### config.mk
export PLATFORM = sky130hd
export DESIGN_NAME = rotor_engine
export DESIGN_NICKNAME = d
export VERILOG_FILES = /design/src/rtl/rc_pkg.sv /design/src/rtl/rc_inv_ram.sv /design/src/rtl/rc_step_unit.sv /design/src/rtl/rc_odometer.sv /design/src/rtl/rotor_engine.sv
export SDC_FILE = /design/constraint.sdc
export NUM_CORES = 1
export LEC_CHECK = 0
export BUFFER_PORTS_ARGS = -buffer_cell sky130_fd_sc_hd__buf_2
export CORE_MARGIN = 10
export CORE_UTILIZATION = 30
export DETAILED_ROUTE_END_ITERATION = 16
export SLEW_MARGIN = 10
export SYNTH_ARGS = -nofsm -noshare
export SYNTH_HDL_FRONTEND = slang
export SYNTH_SLANG_ARGS = --single-unit
### constraint.sdc
create_clock -name clk -period 17.06 [get_ports clk]
set_input_delay 0.853 -clock clk [delete_from_list [all_inputs] [get_ports clk]]
set_output_delay 0.853 -clock clk [all_outputs]
set_load 0.02 [all_outputs]
### src/rtl/rc_pkg.sv
package rc_pkg;
    localparam int LETTERS = 26;
    localparam int CW      = 5;
    localparam int TW      = 3;

    typedef logic [CW-1:0] code_t;

    typedef enum logic [2:0] {
        S_IDLE = 3'd0,
        S_FILL = 3'd1,
        S_FWD  = 3'd2,
        S_REFL = 3'd3,
        S_BWD  = 3'd4
    } state_e;

    localparam logic [CW:0] MODV = (CW+1)'(LETTERS);

    function automatic code_t add_mod(input code_t a, input code_t b);
        logic [CW:0] s;
        s = {1'b0, a} + {1'b0, b};
        if (s >= MODV) s = s - MODV;
        return s[CW-1:0];
    endfunction

    function automatic code_t sub_mod(input code_t a, input code_t b);
        logic [CW:0] s;
        if (a >= b) s = {1'b0, a} - {1'b0, b};
        else        s = {1'b0, a} + MODV - {1'b0, b};
        return s[CW-1:0];
    endfunction

    // Affine wiring per table: index -> (m*index + b) mod 26
    function automatic code_t fwd_map(input logic [TW-1:0] t, input code_t i);
        int m;
        int b;
        int v;
        case (t)
            3'd1:    begin m = 5;  b = 17; end
            3'd2:    begin m = 7;  b = 9;  end
            3'd3:    begin m = 9;  b = 22; end
            3'd4:    begin m = 11; b = 1;  end
            default: begin m = 3;  b = 4;  end
        endcase
        v = (m * int'(i) + b) % LETTERS;
        return CW'(v);
    endfunction

    function automatic code_t reflect(input code_t c);
        return add_mod(c, CW'(LETTERS / 2));
    endfunction
endpackage

### src/rtl/rc_inv_ram.sv
module rc_inv_ram #(
    parameter int DEPTH = 26,
    parameter int W     = 5,
    localparam int AW   = $clog2(DEPTH)
) (
    input  logic          clk,
    input  logic          we,
    input  logic [AW-1:0] waddr,
    input  logic [W-1:0]  wdata,
    input  logic [AW-1:0] raddr,
    output logic [W-1:0]  rdata
);
    logic [W-1:0] mem [DEPTH];

    always_ff @(posedge clk) begin
        if (we) mem[waddr] <= wdata;
    end

    assign rdata = mem[raddr];
endmodule

### src/rtl/rc_step_unit.sv
module rc_step_unit
    import rc_pkg::*;
(
    input  code_t          code_i,
    input  code_t          pos_i,
    input  logic           dir_i,     // 0 toward reflector, 1 returning
    input  logic [TW-1:0]  tbl_i,
    input  code_t          inv_i,     // inverse table word at idx_o
    output code_t          idx_o,
    output code_t          res_o
);
    code_t val;

    always_comb begin
        idx_o = add_mod(code_i, pos_i);
        val   = dir_i ? inv_i : fwd_map(tbl_i, idx_o);
        res_o = sub_mod(val, pos_i);
    end
endmodule

### src/rtl/rc_odometer.sv
module rc_odometer #(
    parameter int NW      = 4,
    parameter int CW      = 5,
    parameter int LETTERS = 26
) (
    input  logic [NW-1:0][CW-1:0] pos_i,
    output logic [NW-1:0][CW-1:0] pos_o
);
    localparam logic [CW-1:0] LAST = CW'(LETTERS - 1);

    always_comb begin
        logic carry;
        carry = 1'b1;
        for (int s = 0; s < NW; s++) begin
            pos_o[s] = pos_i[s];
            if (carry) begin
                if (pos_i[s] == LAST) begin
                    pos_o[s] = '0;
                end else begin
                    pos_o[s] = pos_i[s] + 1'b1;
                    carry    = 1'b0;
                end
            end
        end
    end
endmodule

### src/rtl/rotor_engine.sv
module rotor_engine
    import rc_pkg::*;
#(
    parameter int NUM_WHEELS = 4,
    localparam int SW        = $clog2(NUM_WHEELS)
) (
    input  logic                       clk,
    input  logic                       rst_n,
    input  logic                       load_valid,
    input  logic [NUM_WHEELS*TW-1:0]   load_order,
    input  logic [NUM_WHEELS*CW-1:0]   load_pos,
    input  logic [SW-1:0]              load_count,
    input  logic                       in_valid,
    input  logic [CW-1:0]              in_letter,
    output logic                       busy,
    output logic                       out_valid,
    output logic [CW-1:0]              out_letter
);
    localparam logic [CW-1:0] FILL_LAST = CW'(LETTERS - 1);

    typedef struct packed {
        state_e                          st;
        logic [CW-1:0]                   cnt;
        code_t                           cur;
        code_t                           letter;
        logic [NUM_WHEELS-1:0][TW-1:0]   order;
        logic [NUM_WHEELS-1:0][CW-1:0]   pos;
        logic [SW-1:0]                   nw;
        code_t                           out;
        logic                            done;
    } regs_t;

    regs_t r_d, r_q;

    logic [SW-1:0]                  slot;
    code_t                          step_idx;
    code_t                          step_res;
    code_t                          inv_word;
    logic [NUM_WHEELS-1:0][CW-1:0]  inv_rd;
    logic [NUM_WHEELS-1:0][CW-1:0]  pos_next;

    assign slot = r_q.cnt[SW-1:0];

    // Inverse wiring storage, one table per slot
    for (genvar g = 0; g < NUM_WHEELS; g++) begin : g_inv
        rc_inv_ram #(.DEPTH(LETTERS), .W(CW)) i_ram (
            .clk   (clk),
            .we    (r_q.st == S_FILL),
            .waddr (fwd_map(r_q.order[g], r_q.cnt)),
            .wdata (r_q.cnt),
            .raddr (step_idx),
            .rdata (inv_rd[g])
        );
    end

    assign inv_word = inv_rd[slot];

    rc_step_unit i_step (
        .code_i (r_q.cur),
        .pos_i  (r_q.pos[slot]),
        .dir_i  (r_q.st == S_BWD),
        .tbl_i  (r_q.order[slot]),
        .inv_i  (inv_word),
        .idx_o  (step_idx),
        .res_o  (step_res)
    );

    rc_odometer #(.NW(NUM_WHEELS), .CW(CW), .LETTERS(LETTERS)) i_odo (
        .pos_i (r_q.pos),
        .pos_o (pos_next)
    );

    always_comb begin
        r_d      = r_q;
        r_d.done = 1'b0;
        case (r_q.st)
            S_FILL: begin
                if (r_q.cnt == FILL_LAST) begin
                    r_d.st  = S_IDLE;
                    r_d.cnt = '0;
                end else begin
                    r_d.cnt = r_q.cnt + 1'b1;
                end
            end
            S_IDLE: begin
                if (load_valid) begin
                    r_d.order = load_order;
                    r_d.pos   = load_pos;
                    r_d.nw    = load_count;
                    r_d.cnt   = '0;
                    r_d.st    = S_FILL;
                end else if (in_valid) begin
                    r_d.letter = in_letter;
                    r_d.cur    = in_letter;
                    r_d.pos    = pos_next;
                    r_d.cnt    = '0;
                    r_d.st     = S_FWD;
                end
            end
            S_FWD: begin
                r_d.cur = step_res;
                if (slot == r_q.nw) r_d.st = S_REFL;
                else                r_d.cnt = r_q.cnt + 1'b1;
            end
            S_REFL: begin
                r_d.cur = reflect(r_q.cur);
                r_d.st  = S_BWD;
            end
            S_BWD: begin
                r_d.cur = step_res;
                if (slot == '0) begin
                    r_d.out  = step_res;
                    r_d.done = 1'b1;
                    r_d.st   = S_IDLE;
                end else begin
                    r_d.cnt = r_q.cnt - 1'b1;
                end
            end
            default: r_d.st = S_IDLE;
        endcase
    end

    always_ff @(posedge clk or negedge rst_n) begin
        if (!rst_n) begin
            r_q.st     <= S_FILL;
            r_q.cnt    <= '0;
            r_q.cur    <= '0;
            r_q.letter <= '0;
            for (int s = 0; s < NUM_WHEELS; s++) r_q.order[s] <= TW'(s);
            r_q.pos    <= '0;
            r_q.nw     <= SW'(NUM_WHEELS - 1);
            r_q.out    <= '0;
            r_q.done   <= 1'b0;
        end else begin
            r_q <= r_d;
        end
    end

    assign busy       = (r_q.st != S_IDLE);
    assign out_valid  = r_q.done;
    assign out_letter = r_q.out;

    // Assertions
    p_done_pulse_r2: assert property (@(posedge clk) disable iff (!rst_n)
        out_valid |=> !out_valid);

    p_pos_hold_r3: assert property (@(posedge clk) disable iff (!rst_n)
        (r_q.st != S_IDLE) |=> $stable(r_q.pos));

    p_no_self_map_r5: assert property (@(posedge clk) disable iff (!rst_n)
        out_valid |-> (out_letter != r_q.letter));

    p_wheel0_step_r7: assert property (@(posedge clk) disable iff (!rst_n)
        (r_q.st == S_IDLE && in_valid && !load_valid) |=>
        (r_q.pos[0] == (($past(r_q.pos[0]) == FILL_LAST) ? '0 : $past(r_q.pos[0]) + 1'b1)));

    p_fill_len_r9: assert property (@(posedge clk) disable iff (!rst_n)
        (r_q.st == S_FILL && r_q.cnt == FILL_LAST) |=> !busy);

    p_out_range_r10: assert property (@(posedge clk) disable iff (!rst_n)
        out_valid |-> (out_letter < CW'(LETTERS)));
endmodule

**Word-level counts from Yosys, hierarchy flattened**

Memory sizes are Yosys's and may differ from the RTL's.
Index checks and enable logic that the tools add are counted.

- Register bits: 58
- RAM bits: 520
- Input bits: 43
- Logic and storage cells: 160
- Memories: 4

- Add/sub/neg operators: 18
- $mul: 5
- Divide/modulo/power cells: 5
- Order comparisons: 4
- Eq/ne operators: 38
- Multiplexer cells: 50
- Bitwise logic cells: 1
- Reductions and logical operators: 20

Memories:

| name | words | bits a word | rd ports | clocked after Yosys merged registers in | write ports | RTL line | RTL |
|---|---|---|---|---|---|---|---|
| g_inv[0].i_ram.mem | 26 | 5 | 1 | 0 | 1 | rc_inv_ram.sv:13 | `logic [W-1:0] mem [DEPTH];` |
| g_inv[1].i_ram.mem | 26 | 5 | 1 | 0 | 1 | rc_inv_ram.sv:13 |  |
| g_inv[2].i_ram.mem | 26 | 5 | 1 | 0 | 1 | rc_inv_ram.sv:13 |  |
| g_inv[3].i_ram.mem | 26 | 5 | 1 | 0 | 1 | rc_inv_ram.sv:13 |  |

Operator list:

| cell | number |
|---|---|
| modulo 32 x 6 -> 32 bit, second input constant | 5 |
| adder 32 bit | 4 |
| multiplier 32 x 6 -> 32 bit | 4 |
| one-hot mux 5 bit (4 select lines) | 6 |
| two-way mux 5 bit | 16 |
| one-hot mux 4 bit (4 select lines) | 5 |
| two-way mux 20 bit | 2 |
| equality test 3 x 2 -> 1 bit, second input constant | 12 |
| adder 32 x 6 -> 32 bit | 1 |
| adder 5 x 1 -> 5 bit, second input constant | 5 |
| equality test 5 bit, second input constant | 5 |
| binary-select mux 5 bit (select 2 bit) | 2 |
| equality test 3 x 1 -> 1 bit, second input constant | 6 |
| equality test 3 bit, second input constant | 6 |
| two-way mux 18 bit | 1 |
| one-hot mux 3 bit (5 select lines) | 1 |
| one-hot mux 5 bit (3 select lines) | 1 |
| AND reduction 3 bit | 5 |
| inequality test 2 bit, second input constant | 7 |
| greater-or-equal comparator 6 x 5 -> 1 bit, second input constant | 2 |
| two-way mux 3 bit | 4 |
| two-way mux 10 bit | 1 |
| subtractor 5 bit | 2 |
| subtractor 5 bit, second input constant | 2 |
| 21 further kinds | 36 |

**Longest topological paths before layout**

- Depth in word-level cells: 13
- Mapped depth: 56

**Hierarchy**

A second synthesis with hierarchy kept.

- Cell total of the unflattened synthesis: 3192
- Area total of the unflattened synthesis: 36133.4 µm²

By module, submodules not included:

| module | instances | cells an instance | area each (µm²) | sequential area each (µm²) |
|---|---|---|---|---|
| rc_inv_ram | 4 | 310 | 5268.8 | 3903.7 |
| rotor_engine | 1 | 1499 | 11730.0 | 1335.0 |
| rc_step_unit | 1 | 371 | 2733.9 | 0.0 |
| rc_odometer | 1 | 82 | 594.3 | 0.0 |

**Least setup slack after synthesis**

OpenSTA, ideal clock, no wires.

- Path type: register to register
- Start: register r_q[50] in the netlist's numbering
- End: register r_q[49] in the netlist's numbering
- Arrival: 14.055 ns
- Slack: 2.872 ns
- Cell stages (with the launch flop): 53
- Clock period less this slack: 14.188 ns
- Path through: dfrtp_1 > clkbuf_1 > clkbuf_1 > mux4_2 > ha_1 > fa_1 > a21o_1 > a21oi_1 > xnor2_1 > inv_1 > o21ai_0 > nor2b_1 > xnor2_1 > clkbuf_1 > clkbuf_1 > inv_1 > fa_1 > inv_1 > [... 17 more ...] > o21ai_0 > a211oi_2 > o31a_1 > o21ai_0 > o41ai_1 > ha_1 > a21o_1 > a21o_1 > a31oi_1 > nor2_1 > o21ai_0 > nand2b_1 > clkbuf_1 > nor2_1 > a21oi_1 > xor2_1 > a222oi_1 > a21oi_1

- Longest elaborated chain between the ends: 13
- Elaborated cells between the ends (all ways): 30
- Classes of those cells: 6 x add/sub; 1 x mul; 1 x div; 2 x order compare; 4 x eq/ne; 12 x mux; 4 x memory

RTL lines:

| what | RTL line | RTL |
|---|---|---|
| start, declared | rotor_engine.sv:33 | `regs_t r_d, r_q;` |
| start signal, assigned | rotor_engine.sv:135 | `r_q <= r_d;` |
| binary-select mux 5 bit (select 2 bit) | rotor_engine.sv:60 | `.pos_i (r_q.pos[slot]),` |
| two-way mux 5 bit (implied by the code) | rotor_engine.sv:60 |  |
| adder 5 x 5 -> 6 bit | rc_pkg.sv:20 | `s = {1'b0, a} + {1'b0, b};` |
| subtractor 5 bit or greater-or-equal comparator 6 x 5 -> 1 bit (tied branches) | rc_pkg.sv:21 | `if (s >= MODV) s = s - MODV;` |
| two-way mux 5 bit | rc_pkg.sv:21 |  |
| multiplier 4 x 5 -> 9 bit or memory (26 x 5 bit) (tied branches) | - |  |
| adder 32 x 6 -> 32 bit or binary-select mux 5 bit (select 2 bit) (tied branches) | rc_pkg.sv:44, rotor_engine.sv:56 |  |
| modulo 32 x 6 -> 32 bit or two-way mux 5 bit (tied branches) | rc_pkg.sv:44, rotor_engine.sv:56 |  |
| two-way mux 5 bit | rc_step_unit.sv:16 | `val = dir_i ? inv_i : fwd_map(tbl_i, idx_o);` |
| adder 5 bit | rc_pkg.sv:28 | `else s = {1'b0, a} + MODV - {1'b0, b};` |
| subtractor 5 bit | rc_pkg.sv:28 |  |
| two-way mux 5 bit * | rc_pkg.sv:27 | `if (a >= b) s = {1'b0, a} - {1'b0, b};` |
| one-hot mux 5 bit (3 select lines) * | rotor_engine.sv:76 | `case (r_q.st)` |

Mark *: on every way between the ends. The rest lies on a longest branch, timed or not. The select of a mux whose other input is x is not followed.
A chain may end at the register's enable or synchronous reset.

**Worst setup path after layout**

Same ends and word-level chain as after synthesis.

==> metrics.md <==
| Metric | Value |
|---|---|
| Worst setup EP type | register |
| Die H | 360.6 um |
| Startpoint types | register |
| Worst R2R Path Depth | 48 |
| Die X | ~360 um |
| Pin count of the biggest net entering global routing | slightly below 90 |
| Minimum clock period | approximately 14000 ps |
| Kind of critical path | reg -> reg |
| Crit path from | r_q[50] |
| Clk_skew | about 25 ps |
| YS warnings | 0 |
| Mapped Avg Cell Area | approximately 12 um^2 |
| DR pass1 iterations | 5 |
| Post-route cell area | just under 40000 um^2 |
| Core footprint | roughly 110000 um^2 |
| Initial antenna violation count | 3 |
| CTS clk-pin slew, worst paths | 70 ps |
| Setup TNS | 0 ps |
| Detailed Route WL | approximately 83000 um |
| Clock Sinks | about 570 |
| Syn-to-layout area delta | 11.26% |
| MaxCap Viol Count | 0 |
| Final Max Tran Viols | 0 |
| R2R Path End | r_q[49] |
| CTS buffer count | 60 |
| Die Area | approximately 130000 um^2 |
| Final setup vio count | 0 |
| FP Rows | about 120 |
| Critical path required time | between 15000 and 20000 ps |
| DRT iter0 DRCs | between 2000 and 2500 |
| Synthesized netlist cell count | 2883 |
| Worst slew margin | about 18% |
| Status | completed |
| Post-synth ARST share | under 10% |
| Slowest-stage cell, CP | dfrtp_4 |
| Initial Utilization | between 30% and 40% |
| Synth Flop Type | edfxtp_1 |
| RD Place Congestion | about 0.87 |
| Vias in the first global route | around 23000 |
| HPWL Detailed | between 50000 and 60000 um |
| Input/output buffers | 49 |
| Register area share after synthesis | 48.70% |
| Cts hold-fix bufs | 0 |
| WP data arrival | between 10000 and 15000 ps |
| Crit-path max cell delay | between 900 and 1000 ps |
| Total GRT Usage | about an eighth |
| RSZ-0062 raised after global routing | false |
| PnR worst setup slack | a little over 3000 ps |
| Drt drc | 0 |
| CP Capture Point | r_q[49] |
| R2R Setup Slk | roughly 3000 ps |
| CTS tree | done |
| Hold Path Class | in -> async |
| Met1 Use GR | around 18% |
| Final hold violations | 0 |
| CTS max path bufs | 3 |
| Slew at the pin closest to its max-slew limit | roughly 1200 ps |
| Most common cell after layout, fill and taps aside | edfxtp_1 |
| Highest Clock Rate | 71.34 MHz |
| Number of I/O pins | 50 |
| Busiest grt layer | met2 |
| Clock Latency Late Sink | around 630 ps |
| Synthesized Nets | 3118 |
| PostCTS Resize Cnt | 0 |
| Root Buffer | clkbuf_16 |
| Crit path max fanout | 52 |
| DR vias/cell | around 5.3 |
| Layout cells sized above 1 | between 10 and 15% |
| Crit Reg-Reg Startpoint | r_q[50] |
| First-pass GRT wire length | approximately 130000 um |
| #FFs+latches synth | roughly 570 |
| Yosys cell types | roughly 110 |
| Vias | 23458 |
| Met2 global-route usage | between 20 and 25% |
| WHS | 356.8 ps |
| Most frequent CP cell | o21ai_0 |
| Met3 Track Usage GR | under 10% |
| Final Cycle Share | ~80% |
| Antenna Nets Post-Route | 0 |
| Setup bufs post-CTS | 0 |
| Total global routing overflow | 0 |
| Routed wire length per instance | 18.59 um |
| Synth Cell Area | 34810 um^2 |
| Post-DP Area | about 37000 um^2 |
| Pre-CTS setup slack | around 3200 ps |
| Commonest non-fill, non-tap cells in the layout | edfxtp_1 (520), nor2_1 (217), inv_1 (176) |
| EDFF count, synth | between 500 and 600 |
| H-tree Lvls | 2 |
| Final net count | between 3000 and 4000 |
[cells by family after synthesis]
kind of cell               count (synthesis)  synth area share [%]
and+or+nand+nor                          833                 12.16
buffers and inverters                    319                 3.591
adders and majority gates                195                 8.178
xor gates and xnor gates                  84                 2.135
AOI/OAI and AO/OA                        658                 13.24
muxes                                    221                 12.00
DFF                                      573                 48.70
[Yosys cell counts (all sizes together) (21+ instances only)]
master	number	area share, %
fa	55	3.2
inv	178	1.9
nor3b	22	0.47
dfrtp	46	3.3
xnor2	63	1.6
nand2b	33	0.60
nor3	114	1.7
a211oi	65	1.5
mux2	21	0.68
mux2i	45	1.3
or2	22	0.40
nor4	46	0.87
nor2b	55	0.99
nand3	54	0.79
a211o	21	0.53
a21o	32	0.69
o211ai	26	0.56
nor2	217	2.3
edfxtp	520	45
ha	137	4.9
clkbuf	92	0.99
mux4	155	10
xor2	21	0.53
and2	55	1.0
nand2	154	1.7
buf	44	0.63
a21oi	152	2.2
o21ai	141	2.1
[registers in the layout, summed over array words and instances, names as in the netlist]
| name | count |
|---|---|
| out_valid | 1 |
| r_q | 47 |
| out_letter | 5 |
| g_inv.i_ram.mem | 520 |
[critical path: cells and delay by family, from the launching register on]
kind | cells | cell delay, ps
muxes | 3 | 1160
AOI/OAI and AO/OA | 24 | 6160
xor gates and xnor gates | 3 | 850
adders and majority gates | 8 | 2990
DFF | 1 | 910
and+or+nand+nor | 6 | 870
buffers and inverters | 4 | 880
[metrics by stage]
stage               utilization, %  std cells
global route                 33.73       4454
finish                       33.73       4455
global placement             31.94       4340
CTS                          33.71       4452
floorplan                        -       2883
detailed placement           31.94       4340
[how the worst min path moves through the flow]
| stage | from | to | slack (ps) | cells past startpoint |
|---|---|---|---|---|
| global placement | out_letter[0] | out_letter[0] | 460 | 2 |
| finish | rst_n | r_q[28] | 360 | 2 |
| detailed placement | out_letter[0] | out_letter[0] | 470 | 2 |
| CTS | rst_n | r_q[12] | 370 | 2 |
| floorplan | out_letter[3] | out_letter[3] | 450 | 2 |
| global route | rst_n | r_q[39] | 400 | 2 |
[per-layer routing]
| layer | part of all wire (%) | wire, um |
|---|---|---|
| met1 | 47 | 38540 |
| met2 | 46 | 38280 |
| met3 | 5.2 | 4326 |
| met4 | 2.0 | 1682 |
| met5 | 0 | 0 |
[layout make-up]
cell class | count | area (um^2)
sequential | 573 | 16970
clock inverter | 42 | 476.7
tap | 1512 | 1892
antenna | 3 | 7.507
clock buffer | 70 | 1546
timing repair buffer | 81 | 485.5
multi-input combinational | 1991 | 16660
fill | 11306 | 76080
inverter | 183 | 689.4
Power is left out: the tool's default activity adds up to more than one toggle a clock period on the data nets, which glitch-free logic cannot reach.
